$ cat src/rtl/tdm_slot_pkg.sv
package tdm_slot_pkg;
    typedef enum logic [1:0] {
        ST_IDLE  = 2'd0,
        ST_SHIFT = 2'd1,
        ST_DOWN  = 2'd2
    } slot_state_e;
endpackage

$ cat src/rtl/tdm_slot_fsm.sv
module tdm_slot_fsm
    import tdm_slot_pkg::*;
#(
    parameter int SLOT_BITS = 64
) (
    input  logic bclk,
    input  logic rst_n,
    input  logic pdn,
    input  logic fsync,
    input  logic tsin,
    output logic slot_start,
    output logic shift_en,
    output logic commit,
    output logic slot_oe,
    output logic release_o
);
    localparam int CNT_W = (SLOT_BITS > 1) ? $clog2(SLOT_BITS) : 1;
    localparam logic [CNT_W-1:0] LAST_BIT = CNT_W'(SLOT_BITS - 1);

    slot_state_e      state_q, state_d;
    logic [CNT_W-1:0] cnt_q, cnt_d;
    logic             tsin_q, fsync_q;
    logic             grant, fs_rise, in_slot, at_last;

    assign grant   = tsin & ~tsin_q;
    assign fs_rise = fsync & ~fsync_q;

    always_ff @(posedge bclk or negedge rst_n) begin
        if (!rst_n) begin
            state_q <= ST_IDLE;
            cnt_q   <= '0;
            tsin_q  <= 1'b0;
            fsync_q <= 1'b0;
        end else begin
            state_q <= state_d;
            cnt_q   <= cnt_d;
            tsin_q  <= tsin;
            fsync_q <= fsync;
        end
    end

    always_comb begin
        state_d = state_q;
        cnt_d   = cnt_q;
        if (pdn) begin
            state_d = ST_DOWN;
            cnt_d   = '0;
        end else begin
            unique case (state_q)
                ST_DOWN: begin
                    state_d = ST_IDLE;
                end
                ST_IDLE: begin
                    if (grant) begin
                        state_d = ST_SHIFT;
                        cnt_d   = '0;
                    end
                end
                ST_SHIFT: begin
                    if (grant) begin
                        cnt_d = '0;
                    end else if (cnt_q == LAST_BIT || fs_rise) begin
                        state_d = ST_IDLE;
                        cnt_d   = '0;
                    end else begin
                        cnt_d = cnt_q + 1'b1;
                    end
                end
                default: begin
                    state_d = ST_IDLE;
                    cnt_d   = '0;
                end
            endcase
        end
    end

    always_comb begin
        in_slot    = (state_q == ST_SHIFT);
        at_last    = in_slot && (cnt_q == LAST_BIT);
        slot_start = !pdn && grant && (state_q != ST_DOWN);
        shift_en   = in_slot;
        commit     = at_last && !pdn;
        slot_oe    = in_slot && !pdn;
        release_o  = pdn ? tsin : at_last;
    end
endmodule

$ cat src/rtl/tdm_slot_shifter.sv
module tdm_slot_shifter #(
    parameter int SLOT_BITS = 64
) (
    input  logic                 bclk,
    input  logic                 rst_n,
    input  logic                 sdin,
    input  logic                 load,
    input  logic                 shift_en,
    input  logic [SLOT_BITS-1:0] load_word,
    output logic                 tx_bit,
    output logic [SLOT_BITS-1:0] rx_word
);
    logic                 rx_bit;
    logic [SLOT_BITS-1:0] rx_sh;
    logic [SLOT_BITS-1:0] tx_sh;

    // Input capture on the falling edge, mid bit period.
    always_ff @(negedge bclk or negedge rst_n) begin
        if (!rst_n) rx_bit <= 1'b0;
        else        rx_bit <= sdin;
    end

    always_ff @(posedge bclk or negedge rst_n) begin
        if (!rst_n) begin
            rx_sh <= '0;
            tx_sh <= '0;
        end else begin
            if (shift_en) rx_sh <= rx_word;
            if (load)          tx_sh <= load_word;
            else if (shift_en) tx_sh <= {tx_sh[SLOT_BITS-2:0], 1'b0};
        end
    end

    assign rx_word = {rx_sh[SLOT_BITS-2:0], rx_bit};
    assign tx_bit  = tx_sh[SLOT_BITS-1];
endmodule

$ cat src/rtl/tdm_slot_regs.sv
module tdm_slot_regs #(
    parameter int                   SLOT_BITS = 64,
    parameter logic [SLOT_BITS-1:0] CTRL_INIT = '0
) (
    input  logic                 bclk,
    input  logic                 rst_n,
    input  logic                 pdn,
    input  logic                 slot_start,
    input  logic                 dc_sel,
    input  logic                 commit,
    input  logic [SLOT_BITS-1:0] rx_word,
    output logic                 dc_q,
    output logic [SLOT_BITS-1:0] ctrl_q,
    output logic [SLOT_BITS-1:0] data_q
);
    always_ff @(posedge bclk or negedge rst_n) begin
        if (!rst_n) begin
            dc_q   <= 1'b0;
            ctrl_q <= CTRL_INIT;
            data_q <= '0;
        end else begin
            if (slot_start) dc_q <= dc_sel;
            if (pdn)                 ctrl_q <= CTRL_INIT;
            else if (commit && !dc_q) ctrl_q <= rx_word;
            if (commit && dc_q) data_q <= rx_word;
        end
    end
endmodule

$ cat src/rtl/tdm_slot_port.sv
module tdm_slot_port #(
    parameter int                   SLOT_BITS = 64,
    parameter logic [SLOT_BITS-1:0] CTRL_INIT = 64'h0000_00C0_0000_0001
) (
    input  logic                 bclk,
    input  logic                 rst_n,
    input  logic                 pdn,
    input  logic                 fsync,
    input  logic                 tsin,
    input  logic                 dc_sel,
    input  logic                 sdin,
    input  logic [SLOT_BITS-1:0] tx_data,
    output logic                 sdout,
    output logic                 sdout_oe,
    output logic                 tsout,
    output logic [SLOT_BITS-1:0] ctrl_q,
    output logic [SLOT_BITS-1:0] data_q
);
    logic                 slot_start, shift_en, commit, slot_oe, tx_bit, dc_q;
    logic [SLOT_BITS-1:0] rx_word, load_word;

    assign load_word = dc_sel ? tx_data : ctrl_q;

    tdm_slot_fsm #(.SLOT_BITS(SLOT_BITS)) u_fsm (
        .bclk(bclk), .rst_n(rst_n), .pdn(pdn), .fsync(fsync), .tsin(tsin),
        .slot_start(slot_start), .shift_en(shift_en), .commit(commit),
        .slot_oe(slot_oe), .release_o(tsout)
    );

    tdm_slot_shifter #(.SLOT_BITS(SLOT_BITS)) u_shift (
        .bclk(bclk), .rst_n(rst_n), .sdin(sdin), .load(slot_start),
        .shift_en(shift_en), .load_word(load_word), .tx_bit(tx_bit),
        .rx_word(rx_word)
    );

    tdm_slot_regs #(.SLOT_BITS(SLOT_BITS), .CTRL_INIT(CTRL_INIT)) u_regs (
        .bclk(bclk), .rst_n(rst_n), .pdn(pdn), .slot_start(slot_start),
        .dc_sel(dc_sel), .commit(commit), .rx_word(rx_word), .dc_q(dc_q),
        .ctrl_q(ctrl_q), .data_q(data_q)
    );

    assign sdout_oe = slot_oe;
    assign sdout    = slot_oe & tx_bit;
endmodule

$ cat config.mk
export PLATFORM = sky130hd
export DESIGN_NAME = tdm_slot_port
export DESIGN_NICKNAME = d
export VERILOG_FILES = /design/src/rtl/tdm_slot_pkg.sv /design/src/rtl/tdm_slot_fsm.sv /design/src/rtl/tdm_slot_shifter.sv /design/src/rtl/tdm_slot_regs.sv /design/src/rtl/tdm_slot_port.sv
export SDC_FILE = /design/constraint.sdc
export NUM_CORES = 1
export LEC_CHECK = 0
export ABC_AREA = 0
export BUFFER_PORTS_ARGS = -buffer_cell sky130_fd_sc_hd__buf_2
export CAP_MARGIN = 30
export CELL_PAD_IN_SITES_DETAIL_PLACEMENT = 0
export CELL_PAD_IN_SITES_GLOBAL_PLACEMENT = 1
export CORE_ASPECT_RATIO = 1.75
export CORE_MARGIN = 4
export CORE_UTILIZATION = 40
export DETAILED_ROUTE_END_ITERATION = 6
export PLACE_DENSITY = 0.77
export REMOVE_ABC_BUFFERS = 1
export SLEW_MARGIN = 0
export SYNTH_ARGS = -nofsm -noshare
export SYNTH_HDL_FRONTEND = slang
export SYNTH_SLANG_ARGS = --single-unit
$ cat constraint.sdc
create_clock -name bclk -period 2.3 [get_ports bclk]
set_input_delay 0.115 -clock bclk [delete_from_list [all_inputs] [get_ports bclk]]
set_output_delay 0.115 -clock bclk [all_outputs]
set_load 0.03 [all_outputs]
Word-level counts from Yosys, hierarchy flattened
Index checks and enable logic that the tools add are counted.
{"block": "classes", "shifts": 0, "multipliers": 0, "div_mod_pow": 0, "n_eq_ne": 8, "add_sub_neg": 1, "n_mux": 16, "n_lt_le_gt_ge": 0, "bitwise": 5, "reduce_logical": 15}
{"op": "64-bit 2-to-1 mux", "n": 5}
{"op": "6-bit 2-to-1 mux", "n": 4}
{"op": "6-bit case mux with 3 select lines", "n": 1}
{"op": "2-bit 2-to-1 mux", "n": 4}
{"op": "1-bit logical AND", "n": 7}
{"op": "6-bit by 1-bit adder with 6-bit output, second input constant", "n": 1}
{"op": "6-bit equality test, second input constant", "n": 1}
{"op": "3-bit by 2-bit inequality test with 1-bit output, second input constant", "n": 2}
{"op": "2-bit inequality test, second input constant", "n": 2}
{"op": "2-bit case mux with 2 select lines", "n": 1}
{"op": "2-bit nonzero test", "n": 2}
{"op": "1-bit AND", "n": 3}
{"op": "3-bit inequality test, second input constant", "n": 1}
{"op": "3-bit AND reduction", "n": 1}
{"op": "2-bit by 1-bit equality test with 1-bit output, second input constant", "n": 1}
{"op": "2-bit equality test, second input constant", "n": 1}
{"op": "1-bit logical NOT", "n": 2}
{"op": "2-bit logical NOT", "n": 1}
{"op": "1-bit NOT", "n": 2}
{"op": "2-bit AND reduction", "n": 1}
{"op": "1-bit logical OR", "n": 1}
{"op": "1-bit 2-to-1 mux", "n": 1}
{"block": "totals", "out_inout_bits": 131, "n_memories": 0, "register_bits": 267, "latch_bits": 0, "mem_bits_ro": 0, "ram_bits": 0}

Logic depth before layout (Yosys ltp)
Gate-level depths: netlist of the first run.
{"block": "logic_depth", "word_depth": 7, "mapped_depth": 8}

By module
Synthesis of the first run repeated with hierarchy kept, for this count alone.
{"block": "unflattened", "cells_unflattened": 965, "hier_area_um2": 12886.1}
{"module": "tdm_slot_regs", "seq_area_each_um2": 3231.8, "area_each_um2": 5967.0, "n_inst": 1, "cells_per_inst": 429}
{"module": "tdm_slot_shifter", "seq_area_each_um2": 3203.1, "area_each_um2": 5291.3, "n_inst": 1, "cells_per_inst": 412}
{"module": "tdm_slot_port", "seq_area_each_um2": 0.0, "area_each_um2": 1083.5, "n_inst": 1, "cells_per_inst": 72}
{"module": "tdm_slot_fsm", "seq_area_each_um2": 250.2, "area_each_um2": 544.3, "n_inst": 1, "cells_per_inst": 52}

==> results.py, run 1 <==
metrics = {
    "outcome": {
        "status": "completed",
    },
    "layout": {
        "multi_input_area_um2": 4480,
        "fin_util_pct": 51.6,
        "n_fill_cell": 2663,
        "diodes": 0,
        "regArea_um2": 6690,
        "finish.net_count": 1465,
        "final_common_cell": "nand2_1",
        "finalNonFillerCells": 1785,
        "drive_above_1_share_pct": 23.4,
        "area_growth_pct": 26.7,
        "final_cell_mix": "nand2_1, dfrtp_1, buf_2, o21ai_0, dlygate4sd3_1",
    },
    "place": {
        "place_ws_ns": 0.326,
        "place_congestion": 0.744,
        "portBuffers": 201,
        "dp.cells": 1671,
        "dp_hpwl_um": 18400,
    },
    "cts": {
        "tritoncts": "built",
        "cts_max_level": 1,
        "cts_root_buf": "clkbuf_16",
        "cts_buffers": 26,
        "cts_resized": 0,
        "clk_latency_ns": 0.53,
        "clockBufferDepth": 3,
        "path_clk_slew_ns": 0.07,
        "cts_sinks": 267,
    },
    "floorplanning": {
        "die_height_um": 232,
        "rows": 81,
        "start_util_pct": 40.8,
        "die_area_um2": 31600,
        "die_x_um": 136,
        "io_pins": 202,
        "core-area_um2": 28200,
    },
    "sta": {
        "clock.fmax_ghz": 0.464,
        "period_needed_ns": 2.16,
        "hold_viol_final": 0,
        "fin_setup_tns_ns": 0,
        "max_slew_margin_pct": 43.1,
        "holdWs_ns": 0.0655,
        "setup_viol": 0,
        "min_period_over_period_pct": 93.7,
        "rsz0062_at_grt": "false",
        "final-max-slew-violation-count": 0,
        "worst_pin_slew_ns": 0.853,
        "finClkSkew_ns": 0.0164,
        "setup_ws_ns": 0.144,
    },
    "route": {
        "vias": 9050,
        "drt_first_pass_iters": 4,
        "post_drt_wl_per_cell_um": 16.7,
        "finalWirelength_um": 29800,
        "first_iter_violations": 466,
        "drc": 0,
        "detail-route-antenna-nets": 0,
        "via_per_inst": 5.07,
    },
    "critical_path": {
        "critical-path-top-delay-family": "simple AND/OR/NAND/NOR gates",
        "crit_path_start_kind": "flip-flop",
        "end_kind": "primary output",
        "cp_slowest_cell": "dfrtp_1",
        "crit_chain": "ha_1, nand2_1, nor2_1, a22o_1, buf_2",
        "arrival_ns": 2.04,
        "slowest_delay_ns": 0.38,
        "critPathBufInv": 1,
        "crit_required_ns": 2.18,
        "cp_max_fo": 5,
        "crit_type": "flip-flop to primary output",
        "reg2reg_slack_ns": 0.33,
    },
    "grt": {
        "grt_pass1_vias": 9351,
        "grt_max_degree": 143,
        "grt_pass1_wl_um": 48800,
        "antenna_found_initial": 0,
        "grtUsageTotal_pct": 19.1,
        "gr-total-overflow": 0,
    },
    "run": {
        "drv_cap": 0,
    },
    "synth": {
        "synth_area_um2": 11500,
        "yosys_warnings": 0,
        "synth-seq-cells": 267,
        "syn_area_per_cell_um2": 9.88,
        "synth_cells": 1162,
        "yosys.cell_types.count": 39,
        "ys_seq_area_share_pct": 58.2,
    },
    "worst_hold_path": {
        "hold_path_class": "primary input to flip-flop",
    },
    "power_and_ir_drop": {
        "leakage_nw": 7.23,
        "ir_drop_mv": 0.557,
        "power.density_nw_per_um2": 730,
    },
}
## registers in the layout, indices dropped and copies added (netlist names), 2 cells and up
| register | count |
|---|---|
| u_fsm.cnt_q | 6 |
| u_fsm.state_q | 2 |
| u_regs.ctrl_q | 64 |
| u_regs.data_q | 64 |
| u_shift.rx_sh | 63 |
| u_shift.tx_sh | 64 |
## synthesized netlist by cell type
library cell | n | area share, %
buf_4 | 3 | 0.20
or3b_4 | 1 | 0.098
a211oi_1 | 63 | 4.1
mux2_1 | 6 | 0.59
o32ai_1 | 1 | 0.076
o21ai_1 | 3 | 0.13
dfrtn_1 | 1 | 0.22
o21ai_0 | 67 | 2.9
nand2_1 | 386 | 13
o22ai_1 | 1 | 0.055
ha_1 | 1 | 0.11
or3b_2 | 1 | 0.076
inv_1 | 4 | 0.13
nand2b_1 | 63 | 3.4
buf_2 | 11 | 0.48
a22o_1 | 1 | 0.076
mux2i_1 | 3 | 0.26
a211o_1 | 1 | 0.076
a21oi_1 | 2 | 0.087
o31ai_1 | 1 | 0.065
o41a_1 | 1 | 0.098
a31oi_1 | 63 | 3.4
clkbuf_2 | 4 | 0.17
nor4_2 | 1 | 0.11
nor4_1 | 1 | 0.055
or2_1 | 1 | 0.055
nor2_1 | 6 | 0.20
buf_1 | 7 | 0.23
nand3_1 | 5 | 0.22
dfstp_2 | 3 | 0.69
mux2_2 | 59 | 5.8
nor2b_1 | 65 | 3.5
or3_4 | 1 | 0.098
buf_6 | 1 | 0.098
and2_1 | 2 | 0.11
clkbuf_1 | 57 | 1.9
and3_1 | 1 | 0.055
nand3_2 | 1 | 0.087
dfrtp_1 | 263 | 57
## worst register-to-register path, delay by kind of cell (launching register included)
kind	cells	cell delay, ns
flip-flops	1	0.38
AND/OR/NAND/NOR	1	0.18
buffers and inverters	1	0.24
AO/OA/AOI/OAI	3	1.02
## metrics by stage
step           instance area [um2]  total power, W
6_report                     14500          0.0106
5_1_grt                      14500          0.0111
4_1_cts                      14500          0.0108
3_5_place_dp                 12900         0.00599
3_3_place_gp                 12900         0.00597
2_1_floorplan                11100         0.00561
## cell families after synthesis
group	Yosys count	synth area share, %
AOI/OAI and AO/OA	204	11.1
adders and majority gates	1	0.109
DFF	267	58.2
buffers and inverters	87	3.17
and+or+nand+nor	535	20.7
muxes	68	6.63
## where the power goes
part / switching (W) / internal [W]
Combinational: 0.000421 / 0.000368
Clock: 0.00181 / 0.00282
Sequential: 0.000187 / 0.00501
## layer usage
layer / global-route usage [%] / part of all wire (%)
met1: 23.5 / 41
met2: 33.7 / 51
met3: 2.71 / 4.0
met4: 7.35 / 3.3
met5: 0 / 0
## path summary, 6_finish.rpt
kind                                                     from                             to  cells after the start
worst max-delay path               u_fsm.cnt_q[0]$_DFFE_PN0P_                          tsout                      5
worst min-delay path                                   dc_sel   u_shift.tx_sh[1]$_DFFE_PN0P_                      3
worst max register to register         u_fsm.tsin_q$_DFF_PN0_  u_shift.tx_sh[52]$_DFFE_PN0P_                      5
worst min register to register  u_regs.data_q[48]$_DFFE_PN0P_  u_regs.data_q[48]$_DFFE_PN0P_                      1
max in group asynchronous                               rst_n       u_shift.rx_bit$_DFF_NN0_                      2
min in group asynchronous                               rst_n   u_regs.ctrl_q[1]$_DFFE_PN0P_                      3
## layout make-up
type                       instances  area share (%)
inverter                           4           0.103
sequential                       267            46.0
multi-input combinational        808            30.8
clock buffer                      40            5.46
clock inverter                     7           0.929
timing repair buffer             286            13.6
tap                              373            3.21
## repair_timing
item                                   4_1_cts  5_1_grt
hold buffers                                67        0
endpoints found under the hold margin      330        0
setup buffers                                0        0
(Power assumes the default switching activity.)
==> run 2, diff against run 1 <==
--- a/config.mk
+++ b/config.mk
@@ -5,7 +5,7 @@
 export SDC_FILE = /design/constraint.sdc
 export NUM_CORES = 1
 export LEC_CHECK = 0
-export ABC_AREA = 0
+export ABC_AREA = 1
 export BUFFER_PORTS_ARGS = -buffer_cell sky130_fd_sc_hd__buf_2
 export CAP_MARGIN = 30
 export CELL_PAD_IN_SITES_DETAIL_PLACEMENT = 0
@@ -14,7 +14,8 @@
 export CORE_MARGIN = 4
 export CORE_UTILIZATION = 40
 export DETAILED_ROUTE_END_ITERATION = 6
-export PLACE_DENSITY = 0.77
+export MAX_ROUTING_LAYER = met4
+export PLACE_DENSITY = 0.78
 export REMOVE_ABC_BUFFERS = 1
 export SLEW_MARGIN = 0
 export SYNTH_ARGS = -nofsm -noshare
==> results.py, run 2 <==
metrics = {
    "synth": {
        "ys_seq_area_share_pct": 61.0,
        "synth.most_common_cell": "nand2_1",
        "synth_ff_type": "dfrtp_1",
        "async_flop_share_pct": 100,
        "synth_area_um2": 11000,
        "synth_xor_xnor_area_share_pct": 0,
        "synth_cells": 1186,
        "yosys_warnings": 0,
        "synth.largest_area_cell": "dfrtp_1",
        "synth-adder-area-share_pct": 0.114,
        "synth_top_area_share_pct": 60.0,
        "synth.area.top_cells": "dfrtp_1, nand2_1, o21ai_0",
        "synth_top_family_by_area": "simple AND/OR/NAND/NOR gates",
        "synth_compound_area_share_pct": 14.2,
        "synth.mux.area_fraction_pct": 0,
        "synth_enable_flop_cells": 0,
        "synthSimpleGateAreaFrac_pct": 16.4,
        "synth-seq-cells": 267,
        "syn_area_per_cell_um2": 9.25,
        "yosys.cell_types.count": 27,
        "synthTopCellsByCount": "nand2_1, dfrtp_1, inv_1",
    },
    "floorplanning": {
        "die_x_um": 133,
        "io_pins": 202,
        "die_area_um2": 30200,
        "die_height_um": 227,
        "start_util_pct": 40.4,
        "core-area_um2": 27100,
        "rows": 80,
    },
    "outcome": {
        "status": "completed",
    },
    "route": {
        "vias": 9066,
        "drt_first_pass_iters": 6,
        "post_drt_wl_per_cell_um": 16.4,
        "via_per_inst": 5.00,
        "drc": 0,
        "first_iter_violations": 482,
        "detail-route-antenna-nets": 0,
        "finalWirelength_um": 29700,
    },
    "sta": {
        "setup_ws_ns": 0.166,
        "hold_viol_final": 0,
        "clock.fmax_ghz": 0.469,
        "worst_pin_slew_ns": 0.963,
        "fin_setup_tns_ns": 0,
        "holdWs_ns": 0.229,
        "finClkSkew_ns": 0.0120,
        "setup_viol": 0,
        "rsz0062_at_grt": "false",
        "max_slew_margin_pct": 35.8,
        "period_needed_ns": 2.13,
        "final-max-slew-violation-count": 0,
        "min_period_over_period_pct": 92.8,
    },
    "cts": {
        "tritoncts": "built",
        "cts_buffers": 26,
        "clk_latency_ns": 0.53,
        "clockBufferDepth": 3,
        "post-cts-setup-buffer-count": 0,
        "cts_root_buf": "clkbuf_16",
        "cts_sinks": 267,
        "cts_max_level": 1,
        "path_clk_slew_ns": 0.06,
    },
    "critical_path": {
        "crit_path_start_kind": "flip-flop",
        "slowest_delay_ns": 0.38,
        "crit_chain": "ha_1, nand3_1, nor2_1, nand2_1, nand2_1, buf_2",
        "crit_required_ns": 2.18,
        "crit_type": "flip-flop to primary output",
        "critPathBufInv": 1,
        "cp_slowest_cell": "dfrtp_1",
        "arrival_ns": 2.02,
        "critical-path-top-delay-family": "simple AND/OR/NAND/NOR gates",
        "cp_max_fo": 4,
        "reg2reg_slack_ns": 0.26,
        "crit_top_cell": "nand2_1",
        "end_kind": "primary output",
    },
    "layout": {
        "largestRegisters": "u_regs.ctrl_q x64, u_regs.data_q x64, u_shift.tx_sh x64",
        "area_growth_pct": 27.5,
        "drive_above_1_share_pct": 19.2,
        "regArea_um2": 6690,
        "multi_input_area_um2": 3400,
        "final_common_cell": "nand2_1",
        "finish.net_count": 1495,
        "final_cell_mix": "nand2_1, dfrtp_1, buf_2, inv_1, o21ai_0",
        "n_fill_cell": 2607,
        "finalNonFillerCells": 1812,
    },
    "place": {
        "place_congestion": 0.793,
        "dp.cells": 1695,
        "place_ws_ns": 0.131,
        "portBuffers": 201,
        "dp_hpwl_um": 18900,
    },
    "grt": {
        "gr-total-overflow": 0,
        "grt_pass1_wl_um": 48200,
        "antenna_found_initial": 1,
        "grtUsageTotal_pct": 20.3,
        "grt_pass1_vias": 9294,
        "grt_max_degree": 162,
    },
    "run": {
        "drv_cap": 0,
    },
    "power_and_ir_drop": {
        "power.total_w": 0.0105,
        "ir_drop_mv": 0.625,
        "leakage_nw": 6.82,
        "power.density_nw_per_um2": 753,
    },
    "worst_hold_path": {
        "hold_path_class": "primary input to asynchronous set/reset pin",
    },
}
run 2: cell count changes in the layout (fill, tap and decap cells not counted), moves of 7 or more:
cell	delta
inv_1	+142
o211ai_1	+62
nor2_1	+7
nor2b_1	-65
o22ai_1	+60
o21ai_0	+68
nand2b_1	-62
nand3_1	+126
a211oi_1	-63
nand2_1	-111
mux2_2	-59
a31oi_1	-63
run 2: worst paths after layout:
path,from,to,cells after the start
max in group asynchronous,rst_n,u_shift.rx_bit$_DFF_NN0_,2
max reg2reg,u_fsm.cnt_q[0]$_DFFE_PN0P_,u_regs.ctrl_q[38]$_DFFE_PN1P_,8
min in group bclk,fsync,u_fsm.fsync_q$_DFF_PN0_,2
min reg2reg,u_regs.data_q[61]$_DFFE_PN0P_,u_regs.data_q[61]$_DFFE_PN0P_,2
min,rst_n,u_regs.data_q[1]$_DFFE_PN0P_,3
max,u_fsm.cnt_q[0]$_DFFE_PN0P_,tsout,6
run 2: cell type report:
class                   instances  share of cell area [%]
diodes                          1                  0.0179
well taps                     369                    3.30
clock buffers                  34                    5.38
inverters                     149                    4.02
flip-flops and latches        267                    47.8
repair buffers                288                    13.8
multi-input cells             691                    24.3
clock inverters                13                    1.27
run 2: layer usage:
metal  GRT usage [%]  share of wire, %  routed length (um)  vias to the layer above
met5               -                 0                   0                        -
met4            8.00               3.6                1070                        0
met3            1.81               3.5                1050                       76
met2            35.4                52               15500                      224
met1            24.4                41               12000                     4379
li1                -                 -                   -                     4387
run 2: cells by family (layout without fill, tap and decap cells):
group                    Yosys count  after routing
AO/OA/AOI/OAI                    263            263
adder cells (fa/ha/maj)            1              1
buffers and inverters            228            484
flip-flops                       267            267
other                              0              1
AND/OR/NAND/NOR                  427            427
run 2: repair_timing:
action,4_1_cts,5_1_grt
hold buffers,69,0
setup endpoints to repair,0,2
endpoints found under the hold margin,332,0
gates resized for setup,0,1
run 2: per-stage QoR:
| step | util (%) | area (um2) |
|---|---|---|
| floorplan | - | 10600 |
| global placement | 45.5 | 12400 |
| detailed placement | 45.5 | 12400 |
| CTS | 51.5 | 14000 |
| global route | 51.5 | 14000 |
| finish | 51.5 | 14000 |
run 2: worst register-to-register path, stage by stage (launching register included):
cell and delay, ns:
dfrtp_1 0.38, ha_1 0.20, nand3_1 0.14, nor2_1 0.36, nand3_4 0.12, nand2_2 0.13
buf_4 0.32, inv_1 0.13, a22oi_1 0.18
run 2: report_power, final:
group	internal [W]	leakage (nW)	switching (W)	total, W
sequential	0.00498	3.64	0.000167	0.00515
combinational	0.000336	2.73	0.000444	0.000780
clock	0.00276	0.456	0.00184	0.00459
total	0.00807	6.82	0.00245	0.0105
